===== src/rtl/delta_code_packer.sv =====
module delta_code_packer #(
  parameter int NCH = 64,
  parameter int SW  = 12,
  parameter int OW  = 32,
  parameter int ESC = 15,
  parameter int ACC = 128
) (
  input  logic          clk,
  input  logic          rst_n,
  input  logic          stall,
  input  logic          in_valid,
  output logic          in_ready,
  input  logic          in_first,
  input  logic          in_end,
  input  logic [SW-1:0] in_s0,
  input  logic [SW-1:0] in_s1,
  output logic          out_valid,
  output logic [OW-1:0] out_data,
  output logic          out_last
);
  localparam int CW   = $clog2(NCH);
  localparam int DW   = SW + 1;
  localparam int MAXC = ESC + SW;
  localparam int PW   = 2 * MAXC;
  localparam int FW   = $clog2(ACC + 1);
  localparam int SHW  = FW + 1;
  localparam int LW   = $clog2(PW + 1);

  logic [SW-1:0]  prev_q [NCH];
  logic [CW-1:0]  chan_q;
  logic           rawph_q, flush_q;
  logic [ACC-1:0] acc_q;
  logic [FW-1:0]  fill_q;

  function automatic logic [LW+MAXC-1:0] enc(input logic raw, input logic [SW-1:0] cur,
                                              input logic [SW-1:0] prv);
    logic signed [DW-1:0] d;
    logic [DW-1:0] n, k;
    logic [LW-1:0] len;
    logic [MAXC-1:0] val;
    d = $signed({1'b0, cur}) - $signed({1'b0, prv});
    n = -d;
    if (d == 0)     k = '0;
    else if (d > 0) k = {d[DW-2:0], 1'b0} - DW'(1);
    else            k = {n[DW-2:0], 1'b0};
    if (raw) begin
      len = LW'(SW + 1);
      val = MAXC'({1'b1, cur});
    end else if (k < DW'(ESC)) begin
      len = LW'(k) + LW'(1);
      val = MAXC'(1);
    end else begin
      len = LW'(MAXC);
      val = MAXC'(cur);
    end
    return {len, val};
  endfunction

  logic [CW-1:0] base;
  logic          raw, take, pop;
  logic [LW+MAXC-1:0] c0, c1;
  logic [LW-1:0] lenp;
  logic [PW-1:0] pair;
  logic [ACC-1:0] a_pop, al, acc_d;
  logic [FW-1:0] f_pop, fill_d;

  assign base      = in_first ? '0 : chan_q;
  assign raw       = in_first | rawph_q;
  assign in_ready  = !stall && !flush_q && (fill_q <= FW'(ACC - PW));
  assign take      = in_valid && in_ready;
  assign out_valid = !stall && ((fill_q >= FW'(OW)) || (flush_q && fill_q != '0));
  assign out_last  = out_valid && flush_q && (fill_q <= FW'(OW));
  assign out_data  = acc_q[ACC-1 -: OW];
  assign pop       = out_valid;

  assign c0   = enc(raw, in_s0, prev_q[base]);
  assign c1   = enc(raw, in_s1, prev_q[base + CW'(1)]);
  assign lenp = c0[LW+MAXC-1 -: LW] + c1[LW+MAXC-1 -: LW];
  assign pair = (PW'(c0[MAXC-1:0]) << c1[LW+MAXC-1 -: LW]) | PW'(c1[MAXC-1:0]);

  always_comb begin
    a_pop  = pop ? (acc_q << OW) : acc_q;
    f_pop  = pop ? ((fill_q > FW'(OW)) ? fill_q - FW'(OW) : '0) : fill_q;
    al     = (ACC'(pair) << (SHW'(ACC) - SHW'(lenp))) >> f_pop;
    acc_d  = take ? (a_pop | al) : a_pop;
    fill_d = take ? f_pop + FW'(lenp) : f_pop;
  end

  always_ff @(posedge clk or negedge rst_n) begin
    if (!rst_n) begin
      chan_q  <= '0;
      rawph_q <= 1'b0;
      flush_q <= 1'b0;
      acc_q   <= '0;
      fill_q  <= '0;
    end else begin
      acc_q  <= acc_d;
      fill_q <= fill_d;
      if (take) begin
        chan_q  <= base + CW'(2);
        rawph_q <= raw && (base != CW'(NCH - 2));
        if (in_end) flush_q <= 1'b1;
      end else if (out_last) begin
        flush_q <= 1'b0;
      end
    end
  end

  always_ff @(posedge clk) begin
    if (take) begin
      prev_q[base]           <= in_s0;
      prev_q[base + CW'(1)]  <= in_s1;
    end
  end
endmodule


===== config.mk =====
export PLATFORM = sky130hd
export DESIGN_NAME = delta_code_packer
export DESIGN_NICKNAME = d
export VERILOG_FILES = /design/src/rtl/delta_code_packer.sv
export SDC_FILE = /design/constraint.sdc
export NUM_CORES = 2
export LEC_CHECK = 0
export BUFFER_PORTS_ARGS = -buffer_cell sky130_fd_sc_hd__buf_2
export CORE_UTILIZATION = 45
export DETAILED_ROUTE_END_ITERATION = 16
export GPL_ROUTABILITY_DRIVEN = 1
export PLACE_DENSITY = 0.64
export SYNTH_ARGS = -nofsm -noshare
export SYNTH_HDL_FRONTEND = slang
export SYNTH_SLANG_ARGS = --single-unit

===== constraint.sdc =====
create_clock -name clk -period 13.82 [get_ports clk]
set_clock_uncertainty 0.2 [all_clocks]
set_input_delay 2.764 -clock clk [delete_from_list [all_inputs] [get_ports clk]]
set_output_delay 2.764 -clock clk [all_outputs]
set_load 0.02 [all_outputs]

After elaboration in Yosys (flattened, before gate mapping)
Memories as Yosys holds them, arrays and structs flattened.
Cells that the tools add are included.
{"block": "word_totals", "rom_bits": 0, "wordCells": 75, "memories": 1, "input_bits": 30, "reg_bits": 144, "latch_bits": 0, "ram_bits": 768, "output_inout_bits": 35}
{"memory": "prev_q", "depth": 64, "width": 12, "read_ports": 2, "rd_ports_with_merged_regs": 0, "write_ports": 2, "line": "29", "text": "logic [SW-1:0] prev_q [NCH];"}
{"block": "classes", "div": 0, "mux": 23, "bitwise": 3, "n_mul": 0, "n_eq_ne": 2, "magnitude_cmp": 8, "shift": 3, "n_reduce_logical": 16, "n_addsub": 14}
{"operator": "two-way mux 128 bit", "n": 2}
{"operator": "bitwise OR 128 bit", "n": 1}
{"operator": "left shift 54 x 9 -> 128 bit", "n": 1}
{"operator": ">> shifter 128 x 8 -> 128 bit", "n": 1}
{"operator": "two-way mux 13 bit", "n": 6}
{"operator": "logical NOT 32 bit", "n": 2}
{"operator": "bitwise OR 54 x 27 -> 54 bit", "n": 1}
{"operator": "left shift 27 x 6 -> 54 bit", "n": 1}
{"operator": "two-way mux 6 bit", "n": 5}
{"operator": "greater-than comparator 13 x 1 -> 1 bit, second input constant", "n": 2}
{"operator": "< comparator 13 x 4 -> 1 bit, second input constant", "n": 2}
{"operator": "subtractor 12 x 12 -> 13 bit", "n": 2}
{"operator": "subtractor 13 x 1 -> 13 bit, second input constant", "n": 2}
{"operator": "two-way mux 12 bit", "n": 2}
{"operator": "two-way mux 8 bit", "n": 3}
{"operator": "negator 12 bit", "n": 2}
{"operator": "adder 6 x 1 -> 6 bit, second input constant", "n": 3}
{"operator": "subtractor 8 x 6 -> 9 bit, first input constant", "n": 1}
{"operator": "adder 8 x 6 -> 8 bit", "n": 1}
{"operator": ">= comparator 8 x 6 -> 1 bit, second input constant", "n": 1}
{"operator": "greater-than comparator 8 x 6 -> 1 bit, second input constant", "n": 1}
{"operator": "<= comparator 8 x 6 -> 1 bit, second input constant", "n": 1}
{"operator": "<= comparator 8 x 7 -> 1 bit, second input constant", "n": 1}
{"operator": "logical AND 1 bit", "n": 8}
{"operator": "12 further kinds", "n": 17}

Depth between registers and ports, before layout
An unclocked memory read counts as a cell.
{"block": "logic_depth", "ltp_word": 16, "ltp_mapped": 55, "ltp_nobuf": 48}

Least setup slack after synthesis
OpenSTA, ideal clock, no wires.
{"block": "synth_timing", "path_kind": "input -> register", "startpoint": "in in_first", "endpoint": "reg acc_q[8]", "stages": 50, "arrival_ps": 14313, "required_time_ps": 13524, "path_slack_ps": -789, "n_path_buf": 11, "setup_time_ps": 96, "path_cell_list": "nand2b_1 -> clkbuf_1 -> inv_1 -> clkbuf_1 -> clkbuf_1 -> buf_1 -> buf_1 -> mux4_2 -> nand2_1 -> o211ai_1 -> o2111ai_1 -> ha_1 -> clkbuf_1 -> a21o_1 -> a21o_1 -> a221o_1 -> a31oi_1 -> o211ai_1 -> [... 14 more ...] -> fa_1 -> ha_1 -> inv_1 -> clkbuf_1 -> clkbuf_1 -> o21ai_0 -> o32ai_1 -> nand3_1 -> and3_1 -> o32ai_1 -> nor2_1 -> mux4_2 -> o21ai_1 -> o21ai_1 -> mux2_2 -> o221ai_1 -> nor2_1 -> o31ai_1"}
{"block": "synth_between", "elab_chain_len": 16, "word_cells_on_any_way": 38, "cone_classes": "add/sub (11); order compare (4); shift (3); mux (14); bitwise (3); reduce/logical (2); memory (1)"}
{"item": "start, declared", "line": "13", "text": "input logic in_first,"}
{"item": "two-way mux 6 bit", "line": "67", "text": "assign base = in_first ? '0 : chan_q;"}
{"item": "adder 6 x 1 -> 6 bit", "line": "77", "text": "assign c1 = enc(raw, in_s1, prev_q[base + CW'(1)]);"}
{"item": "memory read (64 x 12 bit)"}
{"item": "subtractor 12 x 12 -> 13 bit", "line": "41", "text": "d = $signed({1'b0, cur}) - $signed({1'b0, prv});"}
{"item": "subtractor 13 x 1 -> 13 bit, or another cell as far along", "line": "44", "text": "else if (d > 0) k = {d[DW-2:0], 1'b0} - DW'(1);"}
{"item": "two-way mux 13 bit", "line": "44"}
{"item": "two-way mux 13 bit", "line": "43", "text": "if (d == 0) k = '0;"}
{"item": "< comparator 13 x 4 -> 1 bit / adder 6 x 1 -> 6 bit (equally long branches)", "line": "49, 50"}
{"item": "two-way mux 6 bit", "line": "49", "text": "end else if (k < DW'(ESC)) begin"}
{"item": "two-way mux 6 bit", "line": "46", "text": "if (raw) begin"}
{"item": "adder 6 bit / left shift 27 x 6 -> 54 bit (equally long branches)", "line": "78, 79"}
{"item": "subtractor 8 x 6 -> 9 bit / bitwise OR 54 x 27 -> 54 bit (equally long branches)", "line": "84, 79"}
{"item": "left shift 54 x 9 -> 128 bit (*)", "line": "84", "text": "al = (ACC'(pair) << (SHW'(ACC) - SHW'(lenp))) >> f_pop;"}
{"item": ">> shifter 128 x 8 -> 128 bit (*)", "line": "84"}
{"item": "bitwise OR 128 bit (*)", "line": "85", "text": "acc_d = take ? (a_pop | al) : a_pop;"}
{"item": "two-way mux 128 bit (*)", "line": "85"}
{"item": "via acc_d[8]", "line": "64", "text": "logic [ACC-1:0] a_pop, al, acc_d;"}
{"item": "end signal, assigned", "line": "94", "text": "acc_q <= '0;"}
{"item": "end signal, assigned", "line": "97", "text": "acc_q <= acc_d;"}
{"item": "end, declared", "line": "32", "text": "logic [ACC-1:0] acc_q;"}
The timed path passes the listed nets; every way through them passes the cells marked *.
A chain may end at the register's enable or synchronous reset.

Final worst setup path
{"block": "layout_timing", "startpoint": "in in_first", "endpoint": "reg acc_q[3]"}
Same word-level chain as after synthesis.

==> flow_summary.json <==
{
  "final_net_count": 8654,
  "yosys_most_used_dff": "edfxtp_1",
  "setup-tns-final_ns": 0,
  "whs_ns": 0.2685,
  "route.detailed.vias_per_inst": 7.079,
  "die_height_um": 392.7,
  "ys_seq_area_frac": 0.3882,
  "worstMarginPinSlew_ns": 1.483,
  "unrepaired_setup_endpoints_after_global_routing": "yes",
  "number_of_sinks_on_the_clock_net": 912,
  "floorplan.core_area_um2": 151700,
  "finalHoldViolations": 0,
  "postRouteAntennaNets": 0,
  "synth.ff_latch_count": 912,
  "tritoncts.num_buffers": 103,
  "path_class": "input pin to flip-flop",
  "ys_types": 120,
  "total_grt_overflow": 0,
  "post_synth_instance_area_um2": 68700,
  "first_global_vias": 69960,
  "maximum_number_of_pins_on_one_net_before_global_route_repair": 88,
  "max_slew_margin": 0.007502,
  "asyncSetResetFlopFracSynth": 0.1579,
  "crit_path_dat_ns": 14.04,
  "end_kind": "flip-flop",
  "layout-drive-gt1-share": 0.3592,
  "slowest_delay_ns": 0.51,
  "status": "finished with violations",
  "num_vias": 75740,
  "place.port_buffers": 64,
  "synth_warn": 0,
  "worst_setup_path_start_kind": "input pin",
  "critPathSlowestCell": "or4b_4",
  "starting_density": 0.4528,
  "failed_checks": "capacitance limit",
  "antenna_found_initial": 32,
  "row_count": 143,
  "ctsHtreeMaxLevel": 3,
  "dieArea_um2": 154200,
  "final.period_utilization": 0.9871,
  "post_cts_hold_buffer_count": 0,
  "place_hpwl_um": 273400,
  "met1Wirelength_um": 142600,
  "final-setup-viol-count": 0,
  "fmax_ghz": 0.07330,
  "p_per_area_nw_per_um2": 209.5,
  "reg2reg_slack_ns": 1.56,
  "dr.max_layer_used": "met5",
  "period_needed_ns": 13.64,
  "finalWeightedCongestion": 1.092,
  "route.met3.wl_um": 56470,
  "firstDrtPassIters": 8,
  "iteration_0_drc_count_of_the_detailed_router": 12990,
  "num-fill-cells": 13560,
  "crit_fanout": 23,
  "synthesis.area_per_instance_um2": 9.339,
  "path_common_cell": "buf_4",
  "wl_um": 372100,
  "vdd_ir_drop_max_uv": 318.0,
  "cts.clk_slew.worst_paths_ns": 0.06,
  "critical_path_required_ns": 14.22,
  "timing.hold.worst.class": "flip-flop to flip-flop",
  "total_leakage_power_uw": 0.03354,
  "drc": 0,
  "synth_enable_flop_cells": 768,
  "tritoncts": "yes",
  "grtUsageTotal": 0.4689,
  "syn_inst": 7356,
  "avgRoutedWirePerCell_um": 34.78,
  "grt_pass1_wl_um": 520600,
  "met2_wl_post_dr_um": 150400,
  "final-max-slew-violation-count": 0,
  "cap_viol_max_count": 1,
  "die_x_um": 392.7,
  "insertion_delay_ns": 0.76,
  "clock_path_buffers": 3,
  "floorplan.io_pins": 65,
  "synth_to_final_area_change_pct": 27.27,
  "mappedNetlistNets": 7434,
  "library_cell_used_as_clock_root_buffer": "clkbuf_16"
}
==> metal layers <==
layer,track usage,vias to the layer above
li1,-,31000
met1,0.6355,36960
met2,0.6560,6473
met3,0.1695,1283
met4,0.2259,30
met5,0.006061,-
==> where the power goes <==
part | switching (µW) | total [µW] | internal [µW] | leakage [µW]
clock network | 1240 | 2730 | 1490 | 0.00160
logic | 7310 | 12200 | 4920 | 0.0232
registers | 174 | 3350 | 3180 | 0.00876
total | 8730 | 18300 | 9590 | 0.0335
==> per-stage QoR <==
step,setup slack [ns],power (µW),instance area [µm²],std cells,utilization
6_report,0.1780,18320,87430,10700,0.5762
5_1_grt,-0.08704,18780,87420,10700,0.5761
4_1_cts,0.03926,17470,86350,10670,0.5691
3_5_place_dp,-1.529,14740,83070,10480,0.5475
3_3_place_gp,-1.484,14720,83070,10480,0.5475
2_1_floorplan,0.02041,8580,68760,7356,-
==> final timing paths <==
kind                                 from    endpoint  cells past startpoint
worst max-delay path             in_first    acc_q[3]                     46
worst min-delay path            acc_q[40]   acc_q[72]                      2
worst max register to register  chan_q[0]    acc_q[3]                     45
worst min register to register  acc_q[40]   acc_q[72]                      2
max in group asynchronous           rst_n   acc_q[40]                      2
min in group asynchronous           rst_n  acc_q[119]                      1
==> placed cells by master (no fill, tap or decap), types with 31 or more instances in the layout <==
master,n
a21oi_1,332
inv_1,39
mux2i_1,106
a211oi_1,78
mux2_2,658
a21o_1,57
o21ai_1,86
dfrtp_1,144
ha_1,38
nor2_1,450
a311oi_1,140
and3_1,40
buf_4,1765
a31oi_1,111
or3_1,31
nand3_1,164
nor3_1,162
o211ai_1,108
clkbuf_16,103
nor4_1,34
nand2_1,1129
a22oi_1,34
o31ai_1,49
mux4_2,135
o22a_1,74
o21ai_0,373
buf_2,59
o22ai_1,342
buf_12,55
nand4_1,45
o221ai_1,66
edfxtp_1,768
==> kinds of logic after synthesis <==
group	share of synthesized area
AO/OA/AOI/OAI	0.2378
AND/OR/NAND/NOR	0.1437
flip-flops	0.3882
multiplexers	0.1688
buffers and inverters	0.04746
adder cells (fa/ha/maj)	0.009180
XOR/XNOR	0.004936
==> cell usage after synthesis (42+ instances only) <==
cell,instances,area share
edfxtp_1,768,0.34
ha_1,44,0.0080
o221ai_1,68,0.0087
nor3_1,174,0.013
o22a_1,74,0.0094
o22ai_1,345,0.031
a21o_1,57,0.0062
mux2i_1,111,0.016
and3_1,42,0.0038
nand3_1,165,0.012
o21ai_0,420,0.031
a31oi_1,117,0.011
mux2_2,658,0.11
nand2_1,1135,0.062
a211oi_1,85,0.0093
o31ai_1,55,0.0060
clkbuf_1,620,0.034
mux4_2,135,0.044
buf_1,99,0.0054
a21oi_1,352,0.026
nor4_1,47,0.0043
nor2_1,464,0.025
dfrtp_1,144,0.052
nand4_1,45,0.0041
o21ai_1,48,0.0035
a311oi_1,151,0.019
inv_1,43,0.0023
o211ai_1,108,0.012
==> critical path: cells and delay by family <==
| kind | cells | cell delay (ns) |
|---|---|---|
| simple gates | 14 | 3.23 |
| xor+xnor | 1 | 0.15 |
| fa+ha+maj | 4 | 1.37 |
| buf+inv | 12 | 2.21 |
| compound gates | 14 | 4.08 |
| mux | 1 | 0.22 |
==> final cells by class <==
class                   instances  area (µm²)  share of cell area
diodes                          9       22.52           0.0002576
clock buffers                 133        2760             0.03157
clock inverters                56       504.2            0.005768
inverters                      51       201.4            0.002304
multi-input cells            5618       39960              0.4571
flip-flops and latches        912       26670              0.3050
well taps                    2030        2540             0.02905
repair buffers               1890       14770              0.1690
==> flip-flops by register name, indices dropped and copies added, names as in the netlist <==
name and flops:
rawph_q 1, prev_q 768, fill_q 8, chan_q 6, acc_q 128, flush_q 1
==> what timing repair did <==
item / in CTS / in global routing
gates resized for setup: 7 / 169
pin swaps: 1 / 25
setup buffers: 0 / 21
endpoints found under the hold margin: 0 / 0
setup endpoints to repair: 113 / 127
Note: power is estimated with default switching activity, not from simulation.
